`config.mk`:
```
export PLATFORM = sky130hd
export DESIGN_NAME = uart_baud_detect
export DESIGN_NICKNAME = d
export VERILOG_FILES = /design/src/rtl/bd_pkg.sv /design/src/rtl/bd_sync.sv /design/src/rtl/bd_low_timer.sv /design/src/rtl/bd_lock_track.sv /design/src/rtl/uart_baud_detect.sv
export SDC_FILE = /design/constraint.sdc
export NUM_CORES = 1
export LEC_CHECK = 0
export BUFFER_PORTS_ARGS = -buffer_cell sky130_fd_sc_hd__buf_2
export CAP_MARGIN = 20
export CORE_ASPECT_RATIO = 0.9
export CORE_MARGIN = 3
export CORE_UTILIZATION = 60
export DETAILED_ROUTE_END_ITERATION = 10
export PLACE_DENSITY_LB_ADDON = 0.25
export SLEW_MARGIN = 20
export SYNTH_ARGS = -nofsm -noshare
export SYNTH_HDL_FRONTEND = slang
export SYNTH_HIERARCHICAL = 1
export SYNTH_SLANG_ARGS = --single-unit
```
`constraint.sdc`:
```
create_clock -name clk_i -period 32.1 [get_ports clk_i]
set_input_delay 1.605 -clock clk_i [delete_from_list [all_inputs] [get_ports clk_i]]
set_output_delay 1.605 -clock clk_i [all_outputs]
set_load 0.005 [all_outputs]
```
`src/rtl/bd_pkg.sv`:
```
package bd_pkg;
  // an all-zero 8N1 frame holds the line low for start + 8 data bits
  localparam int unsigned ZERO_FRAME_BITS = 9;
  localparam int unsigned SYNC_DEPTH      = 2;
endpackage

```
`src/rtl/bd_sync.sv`:
```
module bd_sync #(
  parameter int unsigned STAGES = bd_pkg::SYNC_DEPTH
) (
  input  logic clk_i,
  input  logic rst_ni,
  input  logic d_i,
  output logic fall_o,
  output logic rise_o
);
  logic [STAGES-1:0] sr_q;
  logic              prev_q;

  always_ff @(posedge clk_i or negedge rst_ni) begin
    if (!rst_ni) begin
      sr_q   <= '1;
      prev_q <= 1'b1;
    end else begin
      sr_q   <= {sr_q[STAGES-2:0], d_i};
      prev_q <= sr_q[STAGES-1];
    end
  end

  assign fall_o = prev_q & ~sr_q[STAGES-1];
  assign rise_o = ~prev_q & sr_q[STAGES-1];
endmodule

```
`src/rtl/bd_low_timer.sv`:
```
module bd_low_timer #(
  parameter int unsigned CNT_W   = 22,
  parameter int unsigned MAX_LOW = 1_900_000
) (
  input  logic             clk_i,
  input  logic             rst_ni,
  input  logic             clear_i,
  input  logic             fall_i,
  input  logic             rise_i,
  output logic             meas_vld_o,
  output logic [CNT_W-1:0] meas_o,
  output logic             timeout_o
);
  localparam logic [CNT_W-1:0] LIMIT = CNT_W'(MAX_LOW);

  logic             busy_q;
  logic [CNT_W-1:0] cnt_q;

  always_ff @(posedge clk_i or negedge rst_ni) begin
    if (!rst_ni) begin
      busy_q     <= 1'b0;
      cnt_q      <= '0;
      meas_vld_o <= 1'b0;
      meas_o     <= '0;
      timeout_o  <= 1'b0;
    end else begin
      meas_vld_o <= 1'b0;
      timeout_o  <= 1'b0;
      if (clear_i) begin
        busy_q <= 1'b0;
        cnt_q  <= '0;
      end else if (busy_q) begin
        if (rise_i) begin
          busy_q     <= 1'b0;
          meas_vld_o <= 1'b1;
          meas_o     <= cnt_q;
        end else if (cnt_q == LIMIT) begin
          busy_q    <= 1'b0;
          timeout_o <= 1'b1;
        end else begin
          cnt_q <= cnt_q + 1'b1;
        end
      end else if (fall_i) begin
        busy_q <= 1'b1;
        cnt_q  <= CNT_W'(1);
      end
    end
  end
endmodule

```
`src/rtl/bd_lock_track.sv`:
```
module bd_lock_track #(
  parameter int unsigned CNT_W     = 22,
  parameter int unsigned DIV_W     = 18,
  parameter int unsigned LOCK_RUNS = 4,
  parameter int unsigned TOL_SHIFT = 5,
  parameter int unsigned MIN_LOW   = 9
) (
  input  logic             clk_i,
  input  logic             rst_ni,
  input  logic             clear_i,
  input  logic             discard_i,
  input  logic             meas_vld_i,
  input  logic [CNT_W-1:0] meas_i,
  output logic             lock_o,
  output logic             locked_o,
  output logic [DIV_W-1:0] divisor_o
);
  localparam int unsigned RUN_W = $clog2(LOCK_RUNS + 1);
  localparam int unsigned SUM_W = CNT_W + $clog2(LOCK_RUNS) + 1;
  localparam int unsigned DEN   = bd_pkg::ZERO_FRAME_BITS * LOCK_RUNS;
  localparam logic [SUM_W-1:0] DEN_V  = SUM_W'(DEN);
  localparam logic [SUM_W-1:0] HALF_V = SUM_W'(DEN / 2);

  logic [RUN_W-1:0] run_q;
  logic [CNT_W-1:0] ref_q;
  logic [SUM_W-1:0] sum_q, sum_nxt;
  logic [CNT_W-1:0] diff;
  logic             in_tol, accept;

  assign diff    = (meas_i >= ref_q) ? meas_i - ref_q : ref_q - meas_i;
  assign in_tol  = diff <= (ref_q >> TOL_SHIFT);
  assign accept  = meas_vld_i & ~locked_o & (meas_i >= CNT_W'(MIN_LOW));
  assign sum_nxt = sum_q + SUM_W'(meas_i);

  always_ff @(posedge clk_i or negedge rst_ni) begin
    if (!rst_ni) begin
      run_q     <= '0;
      ref_q     <= '0;
      sum_q     <= '0;
      lock_o    <= 1'b0;
      locked_o  <= 1'b0;
      divisor_o <= '0;
    end else begin
      lock_o <= 1'b0;
      if (clear_i) begin
        run_q    <= '0;
        locked_o <= 1'b0;
      end else if (discard_i) begin
        run_q <= '0;
      end else if (accept) begin
        if (run_q == '0 || !in_tol) begin
          ref_q <= meas_i;
          sum_q <= SUM_W'(meas_i);
          run_q <= RUN_W'(1);
        end else if (run_q == RUN_W'(LOCK_RUNS - 1)) begin
          run_q     <= '0;
          lock_o    <= 1'b1;
          locked_o  <= 1'b1;
          divisor_o <= DIV_W'((sum_nxt + HALF_V) / DEN_V);
        end else begin
          run_q <= run_q + 1'b1;
          sum_q <= sum_nxt;
        end
      end
    end
  end
endmodule

```
`src/rtl/uart_baud_detect.sv`:
```
module uart_baud_detect #(
  parameter int unsigned CNT_W     = 22,
  parameter int unsigned DIV_W     = 18,
  parameter int unsigned MAX_LOW   = 1_900_000,
  parameter int unsigned MIN_LOW   = 9,
  parameter int unsigned LOCK_RUNS = 4,
  parameter int unsigned TOL_SHIFT = 5
) (
  input  logic             clk_i,
  input  logic             rst_ni,
  input  logic             rearm_i,
  input  logic             rxd_i,
  output logic [DIV_W-1:0] divisor_o,
  output logic             lock_o,
  output logic             locked_o,
  output logic             timeout_o
);
  logic             fall, rise, meas_vld;
  logic [CNT_W-1:0] meas;

  bd_sync #(.STAGES(bd_pkg::SYNC_DEPTH)) u_sync (
    .clk_i  (clk_i),
    .rst_ni (rst_ni),
    .d_i    (rxd_i),
    .fall_o (fall),
    .rise_o (rise)
  );

  bd_low_timer #(.CNT_W(CNT_W), .MAX_LOW(MAX_LOW)) u_timer (
    .clk_i      (clk_i),
    .rst_ni     (rst_ni),
    .clear_i    (rearm_i),
    .fall_i     (fall),
    .rise_i     (rise),
    .meas_vld_o (meas_vld),
    .meas_o     (meas),
    .timeout_o  (timeout_o)
  );

  bd_lock_track #(
    .CNT_W(CNT_W), .DIV_W(DIV_W), .LOCK_RUNS(LOCK_RUNS),
    .TOL_SHIFT(TOL_SHIFT), .MIN_LOW(MIN_LOW)
  ) u_track (
    .clk_i      (clk_i),
    .rst_ni     (rst_ni),
    .clear_i    (rearm_i),
    .discard_i  (timeout_o),
    .meas_vld_i (meas_vld),
    .meas_i     (meas),
    .lock_o     (lock_o),
    .locked_o   (locked_o),
    .divisor_o  (divisor_o)
  );
endmodule

```
==> metrics.cfg, run 1 <==
[job]
cap_violations=0

[sta]
min_period_ps=14280
setup_viol=0
slew_headroom=0.2489
fin_tns_setup_ps=0
rsz0062_at_grt=no
worstMarginPinSlew_ps=1123
fin_crit_sh=0.4450
fin_worst_skew_ps=11.46
fmax_mhz=70.01
hold_ws_ps=361.1
final_hold_viol_count=0
maxSlewViolCount=0

[floorplan]
coreArea_um2=21760
ios=25
dieWidth_um=163.5
fp.dieH_um=147.8
rows=51
die_area_um2=24160
initial_core_util=0.6156

[global_route]
grt_max_degree=66
grtUsageTotal=0.3001
antenna_found_initial=1
grt_pass1_vias=12145
grt_pass1_wl_um=60480
overflow=0

[cells_and_area]
nNetsFinal=1753
drive_gt1_frac=0.1043
num_antenna_cells=0
syn_to_final_growth_pct=6.220

[synth]
synthFlopType=dfrtp_1
yosysSeqAreaShare=0.2245
yosys_warnings=6
syn_avg_cell_area_um2=8.016
syn_area_um2=13400
synth_commonest_cells=152 x a21oi_1, 144 x nand2_1, 117 x dfrtp_1
synth_cells=1671
synth_cell_types=113
synth_fp_nets=1768
synth_seq_cells=120
yosysTopAreaCell=dfrtp_1
ys_top_cells_by_area=dfrtp_1 22%, ha_1 8.4%, a21oi_1 5.7%, nand2_1 4.0%, o21ai_0 3.8%
yosys.cell_count.top_type=a21oi_1
synth_edf_count=0
synth_async_sr_flop_share=1.000
yosys.area.top_type_share=0.2186

[setup_path]
cp-end-kind=flip-flop
critPathKind=reg2reg
worstPathMaxFanout=12
slowest_stage=a2111oi_0
path_depth=40
worstPathArrival_ps=14630
crit_required_ps=32440
crit_path_end=u_track/divisor_o[0]
regToRegSetupSlack_ps=17820
r2r-start=u_timer/meas_o[0]
max_stage_delay_ps=690
r2r-end=u_track/divisor_o[0]
cp-start-kind=flip-flop
cp-startpoint=u_timer/meas_o[0]
crit_family=compound AO/OA/AOI/OAI gates
crit_buf_inv=0
reg2reg_depth=40

[place]
portBuffers=24
place.gp.congestion=0.9557
hpwl_um=27060

[clock_network]
cts.clk_slew.worst_paths_ps=60
worstSkewPairLatency_ps=420
cts_buffer_depth=2
cts_max_level=4
postCtsSetupBuffers=0
cts-root-buf=clkbuf_16
hold_buffers=0
clock_sinks=120
numCtsBuffers=17
cts_tree=built
cts_resized=0

[routing]
via_per_inst=6.751
drt-pass1-iter-count=5
drtIter0Drc=1404
via_count=13226
wl_per_cell_um=18.58
ant_nets=0
wl_um=36390
drc=0

[power]
clkPwrFrac=0.203
power.switching_uw=435.9
sw_frac_of_total=0.4757
seqPwrFrac=0.172
p_comb_frac=0.625
p_total_uw=916.2
power_density_nw_per_um2=64.39
cellInternalPower_uw=480.3
p_leak_nw=6.012
ir_drop_mv=0.1182

[worst_hold_path]
holdCritPathClass=reg2reg
hold_path_depth=0

[run_status]
status=finished clean

==> layout by cell type, fill, tap and decap left out, drive strengths merged, types with 8 or more instances in the layout <==
cell,count
a31oi,44
nand2,145
o21ai,110
xnor2,48
nand3,49
o21a,18
a21o,42
a21oi,156
nor4,35
a21boi,9
mux2,31
o31ai,12
or3,22
buf,31
nand3b,12
ha,90
dfrtp,117
mux2i,41
o221ai,9
o211a,10
nand2b,12
or2,14
xor2,21
and2,25
and3,21
inv,82
a41oi,8
o22ai,13
o211ai,25
o21bai,21
a311oi,9
nor2b,14
a211oi,27
clkbuf,17
nor3,41
nand4,34
or4,11
nor2,114
and4,10
a211o,13
==> sequential cells by signal (all words and copies together), names as in the netlist <==
| signal | count |
|---|---|
| u_timer/timeout_o | 1 |
| u_track/run_q | 3 |
| u_track/sum_q | 25 |
| u_track/ref_q | 22 |
| u_timer/busy_q | 1 |
| u_sync/sr_q | 2 |
| u_timer/cnt_q | 22 |
| u_timer/meas_o | 22 |
| u_track/lock_o | 1 |
| u_track/locked_o | 1 |
| u_timer/meas_vld_o | 1 |
| u_track/divisor_o | 18 |
| u_sync/prev_q | 1 |
==> logic make-up (layout without fill, tap and decap cells) <==
family,Yosys count,after routing,share of synthesized area
AO/OA/AOI/OAI,602,602,0.3073
AND/OR/NAND/NOR,573,573,0.2320
buffers and inverters,142,139,0.04278
flip-flops,120,120,0.2245
adder cells (fa/ha/maj),93,93,0.08855
multiplexers,72,72,0.05754
XOR/XNOR,69,69,0.04736
==> power by group through the flow <==
stage | Sequential [mW] | Combinational, mW | Clock, mW
after floorplan | 0.160 | 0.457 | 0
after global placement | 0.160 | 0.554 | 0
after detailed placement | 0.160 | 0.556 | 0
after CTS | 0.158 | 0.559 | 0.189
after global routing | 0.158 | 0.627 | 0.195
final | 0.158 | 0.572 | 0.186
==> per-layer routing <==
layer | part of all wire | track usage | vias up
met2 | 0.44 | 0.4510 | 531
met4 | 0.019 | 0.08288 | 0
met1 | 0.47 | 0.4461 | 6287
met5 | 0 | 0 | -
li1 | - | - | 6347
met3 | 0.066 | 0.05127 | 61
==> final cells by class <==
cell class | count | area [um^2]
Sequential cell | 120 | 3007
Clock buffer | 17 | 425.4
Multi-Input combinational cell | 1409 | 9826
Tap cell | 291 | 364.1
Timing Repair Buffer | 31 | 175.2
Clock inverter | 14 | 142.6
Fill cell | 1825 | 7531
Inverter | 77 | 289.0
==> worst min-delay path by stage <==
stage	start	end	slack [ps]
after floorplan	u_sync/sr_q[0]	u_sync/sr_q[1]	350
after global placement	u_sync/sr_q[0]	u_sync/sr_q[1]	350
after detailed placement	u_sync/sr_q[0]	u_sync/sr_q[1]	350
after CTS	u_sync/sr_q[0]	u_sync/sr_q[1]	360
after global routing	u_sync/sr_q[0]	u_sync/sr_q[1]	360
final	u_sync/sr_q[0]	u_sync/sr_q[1]	360
==> through the flow <==
step / utilization / instances / worst slack [ps] / instance area (um^2)
finish: 0.6539 / 1959 / 17820 / 14230
global route: 0.6539 / 1959 / 16700 / 14230
CTS: 0.6538 / 1959 / 18150 / 14230
detailed placement: 0.6277 / 1928 / 18110 / 13660
global placement: 0.6277 / 1928 / 18710 / 13660
floorplan: - / 1671 / 20190 / 13400
Note: power is estimated with default switching activity, not from simulation.
==> run 2: changes to the inputs <==
- CORE_UTILIZATION: 60 -> 59
- clock period: 32.1 -> 12.2 ns (I/O delays scaled with it)
==> metrics.cfg, run 2 (same netlist as run 1, synthesis figures left out) <==
[run_status]
status=complete, but fails checks
failed_checks=setup timing

[global_route]
grt_pass1_wl_um=65760  ; +8.7%
antenna_found_initial=0  ; -1
grt_max_degree=64  ; -3.0%
overflow=0  ; unchanged
grtUsageTotal=0.3256  ; +0.02554
grt_pass1_vias=13126  ; +8.1%

[setup_path]
crit_required_ps=12550  ; -19890 ps
r2r-end=u_track/divisor_o[0]
cp-end-kind=flip-flop
slowest_stage=or4_4
worstPathMaxFanout=8  ; -4
max_stage_delay_ps=630  ; -60 ps
regToRegSetupSlack_ps=-300  ; -18110 ps
r2r-start=u_timer/meas_o[0]
cp-startpoint=u_timer/meas_o[0]
reg2reg_depth=48  ; +20%
worstPathArrival_ps=12850  ; -1780 ps
path_common_cell=buf_4
cp-start-kind=flip-flop
critPathKind=reg2reg

[routing]
via_per_inst=6.914  ; +2.4%
ant_nets=0  ; unchanged
drt-pass1-iter-count=6  ; +1
via_count=14630  ; +11%
wl_per_cell_um=20.58  ; +11%
drtIter0Drc=1642  ; +17%
drc=0  ; unchanged
wl_um=43540  ; +20%

[sta]
fin_crit_sh=1.024  ; +0.5794
fin_tns_setup_ps=-514.4  ; -514.4 ps
slew_headroom=0.2745  ; +0.02557
maxSlewViolCount=0  ; unchanged
rsz0062_at_grt=yes
final_hold_viol_count=0  ; unchanged
fin_worst_skew_ps=14.07  ; +2.611 ps
layout_setup_ws_ps=-297.6  ; -18110 ps
min_period_ps=12500  ; -1786 ps
fmax_mhz=80.02  ; +14%
worstMarginPinSlew_ps=1086  ; -37.83 ps
setup_viol=2  ; +2

[clock_network]
cts_tree=built
worstSkewPairLatency_ps=430  ; about the same
cts-root-buf=clkbuf_16
numCtsBuffers=17  ; unchanged
cts.clk_slew.worst_paths_ps=70  ; about the same
hold_buffers=0  ; unchanged
cts_max_level=4  ; unchanged
cts_buffer_depth=2  ; unchanged
clock_sinks=120  ; unchanged

[power]
p_leak_nw=6.982  ; +16%
p_total_mw=3.015  ; +230%
power_density_nw_per_um2=184.6  ; +190%
ir_drop_mv=0.6330  ; +440%

[cells_and_area]
syn_to_final_growth_pct=21.95
largest_reg_flops=25  ; unchanged
fill_cells=1584  ; -13%
regMostFlops=u_track/sum_q
drive_gt1_frac=0.2455  ; +0.1412
mostFrequentLayoutCells=158 x buf_4, 145 x a21oi_1, 141 x nand2_1
num_antenna_cells=0  ; unchanged
nNetsFinal=1909  ; +8.9%
fin_cells=2116  ; +8.0%
final_common_cell=buf_4

[place]
portBuffers=24  ; unchanged
hpwl_um=29660  ; +9.6%
place.gp.congestion=0.9572  ; +0.16%
dp_cells=2032  ; +5.4%

[floorplan]
coreArea_um2=21950  ; +0.88%
ios=25  ; unchanged
fp.dieH_um=148.9  ; +0.81%
rows=51  ; unchanged
initial_core_util=0.6102  ; -0.005369
dieWidth_um=164.8  ; +0.81%
die_area_um2=24550  ; +1.6%

[job]
cap_violations=0  ; unchanged

[worst_hold_path]
holdCritPathClass=in2async

-- run 2: where the power goes --
group,internal [mW],leakage [nW],switching [mW]
clock network,0.310,0.297,0.227
registers,0.407,1.46,0.00651
logic,0.887,5.22,1.18
total,1.60,6.98,1.41
-- run 2: worst max-delay path: cells and delay by family, from the launching register on --
family                     cells  cell delay [ps]
adders and majority gates      2              600
muxes                          2              640
buffers and inverters          8             1440
AOI/OAI and AO/OA             26             6390
xor gates and xnor gates       2              330
DFF                            1              390
and+or+nand+nor                8             2610
-- run 2: worst max-delay path by stage --
stage               slack (ps)                    to  cells past startpoint
global route              -670  u_track/divisor_o[0]                     47
floorplan                  290  u_track/divisor_o[0]                     45
global placement          -100  u_track/divisor_o[0]                     41
finish                    -300  u_track/divisor_o[0]                     48
CTS                        0.5  u_track/divisor_o[0]                     46
detailed placement        -470  u_track/divisor_o[0]                     43
-- run 2: metal layers --
metal	GRT usage	routed length (um)	up-vias
li1	-	-	6666
met3	0.05830	3795	146
met2	0.5084	19920	826
met4	0.08512	1417	0
met5	0	0	-
met1	0.4672	18410	6992
-- run 2: through the flow --
step | utilization | cell area [um^2] | hold slack, ps | setup WS (ps)
floorplan | - | 13400 | 314.4 | 289.9
global placement | 0.6578 | 14440 | 352.1 | -97.21
detailed placement | 0.6578 | 14440 | 349.7 | -470.7
CTS | 0.6931 | 15210 | 270.9 | 0.4903
global route | 0.7442 | 16340 | 263.2 | -667.4
finish | 0.7442 | 16340 | 261.0 | -297.6
-- run 2: layout make-up --
cell class | count | area, um^2 | area share
clock buffers | 17 | 425.4 | 0.02604
clock inverters | 15 | 178.9 | 0.01095
inverters | 77 | 289.0 | 0.01769
multi-input cells | 1410 | 10720 | 0.6562
flip-flops and latches | 120 | 3007 | 0.1841
well taps | 291 | 364.1 | 0.02229
repair buffers | 186 | 1351 | 0.08272
-- run 2: timing repair --
action	4_1_cts	5_1_grt
gates resized for setup	20	154
buffers inserted	10	40
gates cloned	0	2
pin swaps	9	39
setup endpoints to repair	3	3
